--- src/rtl/slw_pkg.sv ---
package slw_pkg;
   typedef enum logic [1:0] {
      PH_OPEN   = 2'd0,
      PH_NEGOT  = 2'd1,
      PH_LOCKED = 2'd2
   } phase_e;

   localparam int          LOCK_POS   = 1;
   localparam logic [7:0]  QUERY_CODE = 8'hFF;
   localparam logic [7:0]  CAP_CODE   = 8'h01;
   localparam logic [7:0]  LOCK_BIT   = 8'(1 << LOCK_POS);

   function automatic logic [7:0] phase_mask(input phase_e p);
      case (p)
         PH_OPEN:  phase_mask = 8'hFF;
         PH_NEGOT: phase_mask = LOCK_BIT;
         default:  phase_mask = 8'h00;
      endcase
   endfunction
endpackage

--- src/rtl/slw_handshake.sv ---
module slw_handshake
   import slw_pkg::*;
(
   input  logic       clk,
   input  logic       rst_n,
   input  logic       we,
   input  logic [7:0] wdata,
   output logic [7:0] value,
   output logic       locked
);
   phase_e     ph_q, ph_d;
   logic [7:0] val_q, val_d, mask, merged;

   always_comb begin
      mask   = phase_mask(ph_q);
      merged = (val_q & ~mask) | (wdata & mask);
      ph_d   = ph_q;
      val_d  = val_q;
      if (we) begin
         if (merged == QUERY_CODE) begin
            ph_d  = PH_NEGOT;
            val_d = CAP_CODE;
         end else begin
            val_d = (ph_q == PH_OPEN) ? 8'h00 : merged;
            if (val_d[LOCK_POS]) begin
               ph_d  = PH_LOCKED;
               val_d = LOCK_BIT;
            end
         end
      end
   end

   always_ff @(posedge clk) begin
      if (!rst_n) begin
         ph_q  <= PH_OPEN;
         val_q <= 8'h00;
      end else begin
         ph_q  <= ph_d;
         val_q <= val_d;
      end
   end

   assign value  = val_q;
   assign locked = (ph_q == PH_LOCKED);
endmodule

--- src/rtl/slw_decode.sv ---
module slw_decode #(
   parameter int              AW       = 20,
   parameter int              DW       = 32,
   parameter longint unsigned WIN_BASE = 64'h30000,
   parameter longint unsigned WIN_SIZE = 64'h10000
) (
   input  logic          locked,
   input  logic          acc_valid,
   input  logic          acc_prot,
   input  logic          acc_write,
   input  logic [AW-1:0] acc_addr,
   input  logic [DW-1:0] mem_rdata,
   output logic [DW-1:0] acc_rdata,
   output logic          mem_write,
   output logic          sink,
   output logic          prot_sel
);
   localparam logic [AW:0] LO = (AW+1)'(WIN_BASE);
   localparam logic [AW:0] HI = (AW+1)'(WIN_BASE + WIN_SIZE);

   logic [AW:0] addr_x;
   logic        in_range;

   assign addr_x    = {1'b0, acc_addr};
   assign in_range  = (addr_x >= LO) && (addr_x < HI);
   assign sink      = locked && acc_valid && in_range && !acc_prot;
   assign prot_sel  = locked && acc_valid && in_range && acc_prot;
   assign acc_rdata = sink ? {DW{1'b1}} : mem_rdata;
   assign mem_write = acc_valid && acc_write && !sink;
endmodule

--- src/rtl/slw_window.sv ---
module slw_window #(
   parameter int              AW       = 20,
   parameter int              DW       = 32,
   parameter longint unsigned WIN_BASE = 64'h30000,
   parameter longint unsigned WIN_SIZE = 64'h10000,
   parameter bit              ENABLE   = 1'b1
) (
   input  logic          clk,
   input  logic          rst_n,
   input  logic          cfg_we,
   input  logic [7:0]    cfg_wdata,
   output logic [7:0]    cfg_rdata,
   input  logic          acc_valid,
   input  logic          acc_prot,
   input  logic          acc_write,
   input  logic [AW-1:0] acc_addr,
   input  logic [DW-1:0] mem_rdata,
   output logic [DW-1:0] acc_rdata,
   output logic          mem_write,
   output logic          win_sink,
   output logic          win_prot_sel,
   output logic          win_locked
);
   localparam longint unsigned SPACE = 64'd1 << AW;

   initial begin
      assert (WIN_SIZE > 0 && WIN_BASE + WIN_SIZE <= SPACE)
         else $error("window does not fit in the address space");
      assert (AW > 0 && AW < 63 && DW > 0)
         else $error("bad width parameters");
   end

   logic locked;

   generate
      if (ENABLE) begin : g_feature
         slw_handshake u_hs (
            .clk    (clk),
            .rst_n  (rst_n),
            .we     (cfg_we),
            .wdata  (cfg_wdata),
            .value  (cfg_rdata),
            .locked (locked)
         );
      end else begin : g_absent
         assign cfg_rdata = 8'h00;
         assign locked    = 1'b0;
      end
   endgenerate

   slw_decode #(
      .AW(AW), .DW(DW), .WIN_BASE(WIN_BASE), .WIN_SIZE(WIN_SIZE)
   ) u_dec (
      .locked    (locked),
      .acc_valid (acc_valid),
      .acc_prot  (acc_prot),
      .acc_write (acc_write),
      .acc_addr  (acc_addr),
      .mem_rdata (mem_rdata),
      .acc_rdata (acc_rdata),
      .mem_write (mem_write),
      .sink      (win_sink),
      .prot_sel  (win_prot_sel)
   );

   assign win_locked = locked;
endmodule

--- config.mk ---
export PLATFORM = sky130hd
export DESIGN_NAME = slw_window
export DESIGN_NICKNAME = d
export VERILOG_FILES = /design/src/rtl/slw_pkg.sv /design/src/rtl/slw_handshake.sv /design/src/rtl/slw_decode.sv /design/src/rtl/slw_window.sv
export SDC_FILE = /design/constraint.sdc
export NUM_CORES = 1
export LEC_CHECK = 0
export CAP_MARGIN = 40
export CELL_PAD_IN_SITES_DETAIL_PLACEMENT = 1
export CELL_PAD_IN_SITES_GLOBAL_PLACEMENT = 2
export CORE_UTILIZATION = 10
export CTS_CLUSTER_SIZE = 28
export DETAILED_ROUTE_END_ITERATION = 10
export PLACE_DENSITY = 0.95
export SKIP_LAST_GASP = 1
export SLEW_MARGIN = 20
export SYNTH_ARGS = -nofsm -noshare
export SYNTH_HDL_FRONTEND = slang
export SYNTH_SLANG_ARGS = --single-unit
--- constraint.sdc ---
create_clock -name clk -period 1.4 [get_ports clk]
set_input_delay 0.28 -clock clk [delete_from_list [all_inputs] [get_ports clk]]
set_output_delay 0.28 -clock clk [all_outputs]
set_load 0.01 [all_outputs]
Word level (Yosys, flattened, before mapping)

Index checks and enable logic that the tools add are counted.
W data, S select, Z words.

Equal/unequal tests: 3
Magnitude comparators: 2
Reduce and logical (&&, ||, !) cells: 12
Mux-type cells: 7
Bitwise logic cells: 4

Operators by type and width:

| kind                   | count |
|---|---|
| $mux W32               | 1 |
| $mux W8                | 3 |
| $ge A20 B18 Y1 const B | 1 |
| $lt A20 B19 Y1 const B | 1 |
| $and A8 B8 Y8          | 2 |
| $pmux W8 S2            | 1 |
| $eq A8 B8 Y1 const B   | 1 |
| $not A8 Y8             | 1 |
| $or A8 B8 Y8           | 1 |
| $logic_and A1 B1 Y1    | 7 |
| $mux W2                | 2 |
| $eq A2 B1 Y1 const B   | 1 |
| $eq A2 B2 Y1 const B   | 1 |
| $logic_not A1 Y1       | 2 |
| $logic_not A2 Y1       | 1 |
| $reduce_and A2 Y1      | 1 |
| $reduce_bool A2 Y1     | 1 |

Logic and storage cells: 30
Output and inout port bits: 44
Register bits after elaboration: 10
Input bits: 66

Logic depth before layout (Yosys ltp)

Depth in word-level cells: 8
Depth in mapped cells: 5
Gate-level depth less buffers: 4

Cells and area by module

Synthesis repeated with hierarchy kept, for this count alone.

Cells, all modules: 89
Area total of the unflattened synthesis: 882.1 µm²

Modules (own cells, without submodules):

| module        | seq. area each (µm²) | instances | cells an instance | area an instance (µm²) |
|---|---|---|---|---|
| slw_decode    | 0.0                  | 1         | 45                | 455.4 |
| slw_handshake | 200.2                | 1         | 44                | 426.7 |

Worst setup path after synthesis

Ideal clock, no wire load.

Kind: register to output
From: register g_feature.u_hs.ph_q[1]
To: output acc_rdata[10]
Stages on the path, launching flop included: 6
Data arrival time: 1307 ps
Data required time: 1120 ps
Path slack: -187 ps
Path through: dfxtp_1 nor2b_1 and3_1 and2b_4 buf_4 or2_1

Word-level cells in the longest chain between the ends: 5

Ends and longest elaborated chain:

| element                          | RTL line            | RTL |
|---|---|---|
| from (decl)                      | slw_handshake.sv:11 | `phase_e ph_q, ph_d;` |
| from (signal assigned)           | slw_handshake.sv:38 | `ph_q <= ph_d;` |
| $eq A2 B2 Y1                     | slw_handshake.sv:44 | `assign locked = (ph_q == PH_LOCKED);` |
| via win_locked                   | slw_window.sv:22    | `output logic win_locked` |
| $logic_and A1 B1 Y1 (3 in a row) | slw_decode.sv:26    | `assign sink = locked && acc_valid && in_range && !acc_prot;` |
| via win_sink                     | slw_window.sv:20    | `output logic win_sink,` |
| $mux W32                         | slw_decode.sv:28    | `assign acc_rdata = sink ? {DW{1'b1}} : mem_rdata;` |
| to (decl)                        | slw_window.sv:18    | `output logic [DW-1:0] acc_rdata,` |

The timed path passes the listed nets, and every way through them passes these cells.

Worst setup path after layout

From: register g_feature.u_hs.ph_q[1]
To: output acc_rdata[29]

Word-level cells in the longest chain between the ends: 5

Ends and longest elaborated chain:

| element                          | RTL line |
|---|---|
| $eq A2 B2 Y1                     | slw_handshake.sv:44 |
| $logic_and A1 B1 Y1 (3 in a row) | slw_decode.sv:26 |
| $mux W32                         | slw_decode.sv:28 |

Every way passes these cells.

==> impl_metrics.tcl <==
set metrics [dict create \
    setup_violations 44 \
    globalRouteMet3Util 0.03082 \
    crit_buf_inv 2 \
    cts_buffers 3 \
    synth_xor_area_frac 0 \
    grt_util_met1 0.1068 \
    startpoint_type "register" \
    hold-worst-slack_ns 0.4902 \
    hp-class "reg -> reg" \
    die_w_um 83.28 \
    cp_max_fo 6 \
    path_clk_slew_ns 0.05 \
    grt_pass1_vias 1133 \
    required_ns 1.12 \
    coreArea_mm2 0.006350 \
    dp_cells 261 \
    clockBufferDepth 2 \
    cp.arrival_ns 1.63 \
    fin_worst_skew_ns 0.0007591 \
    fin_setup_tns_ns -16.18 \
    relSlewSlack 0.8628 \
    finalCritPeriodShare 1.363 \
    seqPwrFrac 0.278 \
    final_nets 263 \
    ctsHoldBuffers 0 \
    yosysSeqAreaShare 0.3030 \
    cts_sinks 10 \
    finalHoldViolCount 0 \
    peakVddDrop_v 0.0005517 \
    area_growth_pct 214.8 \
    diodes 0 \
    p_comb_frac 0.386 \
    max_stage_delay_ns 0.31 \
    outcome "complete, but fails checks" \
    totalWireLength_um 3525 \
    rsz0062_at_grt "yes" \
    clock.fmax_mhz 524.1 \
    netSwitchingFraction 0.2192 \
    ios 110 \
    grt_busiest_layer "met2" \
    clock_power_share 0.337 \
    synth_compound_area_frac 0.08902 \
    cts_tree "done" \
    drt_iter0_markers 7 \
    synth-seq-cells 10 \
    htreeDepth 1 \
    ant_nets 0 \
    setup_slack_ns -0.5079 \
    syn_area_um2 660.6 \
    slew_violations 0 \
    drive_gt1_frac 0.5510 \
    wl_per_cell_um 12.91 \
    yosys_warnings 0 \
    dieArea_mm2 0.006936 \
    dr_total_vias 1052 \
    final_cells 273 \
    cpLargestDelayFamily "simple AND/OR/NAND/NOR gates" \
    viasPerCell 3.853 \
    worst_pin_slew_ns 0.2054 \
    portBuffers 93 \
    crit_chain "nor2b_4, and3_4, and2b_4, bufbuf_16, or2_4, buf_6" \
    grt_pass1_wl_um 5671 \
    multi_input_area_um2 574.3 \
    drc 0 \
    cp_slowest_cell "dfxtp_2" \
    insertion_delay_ns 0.23 \
    fin_area_mm2 0.002079 \
    finalPower_w 0.001051 \
    grt_use_total 0.1001 \
    netSwitchingPower_w 0.0002302 \
    synthMuxAreaShare 0 \
    criticalPathCategory "reg -> out" \
    violations "setup timing" \
    nFillCells 718 \
    p_int_w 0.0008203 \
    p_leak_nw 0.9487 \
    avgSynthCellArea_um2 8.057 \
    period_minus_slack_ns 1.908 \
    regArea_um2 202.7 \
    yosysUniqueCellTypes 23 \
    die_h_um 83.28 \
    dp_hpwl_um 2582 \
    antenna_found_initial 0 \
    postPlaceCellArea_mm2 0.001848 \
    initial_core_util 0.1040 \
    cp-end-kind "output pin" \
    dr.pass1.iters 3 \
    clk_root_buffer_cell "clkbuf_8" \
    synthAdderAreaFrac 0 \
    synthCells 82 \
    grt_max_degree 13 \
    gp_congestion 0.7116 \
    maxCapViolations 0 \
    yosys.area_share.simple 0.5682 \
    grt_overflow_total 0 \
    use_met2 0.1945 \
    synth_top_family_by_area "simple AND/OR/NAND/NOR gates" \
    rows 29 \
    syn_nets 148 \
    power_density_mw_per_mm2 505.2 \
]
power groups by stage:
stage               sequential (W)  clock, W  combinational [W]
floorplan                 0.000299         0           0.000118
global placement          0.000297         0           0.000382
detailed placement        0.000297         0           0.000389
CTS                       0.000292  0.000366           0.000390
global route              0.000292  0.000384           0.000432
finish                    0.000292  0.000354           0.000405
cell families (layout without fill, tap and decap cells):
group / after synthesis / in the layout
and+or+nand+nor: 61 / 61
DFF: 10 / 10
AOI/OAI and AO/OA: 7 / 7
buffers and inverters: 4 / 118
timing repair:
action / CTS / global route
endpoints found under the setup margin: 53 / 42
gates resized for setup: 196 / 24
pin swaps: 11 / 9
setup buffers: 1 / 5
gates cloned: 2 / 0
state kept, by name, indices dropped and copies added, names as in the netlist:
register	flops
g_feature.u_hs.value	8
g_feature.u_hs.ph_q	2
cell usage in the layout (no fill, tap or decap), types with 3 or more instances in the layout:
| master | count |
|---|---|
| nand2_1 | 3 |
| nand3_1 | 3 |
| clkbuf_8 | 4 |
| and2_4 | 3 |
| nand4_1 | 3 |
| buf_6 | 35 |
| buf_4 | 12 |
| clkbuf_2 | 3 |
| buf_2 | 4 |
| or2_1 | 3 |
| or2_4 | 29 |
| and2_1 | 5 |
| dfxtp_1 | 8 |
| dlygate4sd2_1 | 18 |
| clkdlybuf4s50_1 | 36 |
cells in the mapped netlist:
cell type / count / share of area
or3_4: 1 / 0.017
a32o_1: 1 / 0.015
inv_1: 1 / 0.0057
a211oi_2: 1 / 0.019
nor2b_1: 2 / 0.019
nor3_1: 1 / 0.0076
a31oi_1: 2 / 0.019
a22oi_1: 1 / 0.011
and2_1: 8 / 0.076
a311oi_1: 1 / 0.013
dfxtp_1: 10 / 0.30
or2_1: 32 / 0.30
o21a_1: 1 / 0.011
and2b_4: 1 / 0.015
buf_4: 3 / 0.034
nand2_1: 3 / 0.017
and3_1: 1 / 0.0095
nand2b_1: 1 / 0.0095
nor2_1: 3 / 0.017
or4_1: 1 / 0.011
nor4bb_1: 1 / 0.015
nand3_1: 3 / 0.023
nand4_1: 3 / 0.028
per-stage QoR:
step             util  setup WS, ns
4_1_cts        0.3161       -0.6176
6_report       0.3275       -0.5079
2_1_floorplan       -      -0.05065
3_5_place_dp   0.2910        -1.082
3_3_place_gp   0.2910        -1.055
5_1_grt        0.3275       -0.5735
final timing paths:
kind	slack, ns	depth (start not counted)	start	end
max	-0.51	6	g_feature.u_hs.ph_q[1]	acc_rdata[29]
min	0.49	1	g_feature.u_hs.value[7]	g_feature.u_hs.value[7]
max reg2reg	-0.08	7	g_feature.u_hs.ph_q[1]	g_feature.u_hs.value[0]
min reg2reg	0.49	1	g_feature.u_hs.value[7]	g_feature.u_hs.value[7]
worst reg2reg max path: stages (launching register included):
cell     delay (ns)
dfxtp_2        0.31
buf_4          0.12
buf_6          0.13
and2_4         0.13
o21a_4         0.19
buf_4          0.13
buf_6          0.11
a32o_1         0.23
cell type report:
class                   instances  share of cell area
clock buffers                   4             0.02647
multi-input cells              68              0.2762
inverters                       1            0.001805
flip-flops and latches         10             0.09747
well taps                      77             0.04633
repair buffers                113              0.5517
routing by layer:
| metal | routed length, µm | up-vias |
|---|---|---|
| met5 | 0 | - |
| met3 | 328 | 0 |
| met4 | 0 | 0 |
| li1 | - | 502 |
| met2 | 1936 | 65 |
| met1 | 1260 | 485 |
No activity file was read; power rests on OpenSTA's default activity.
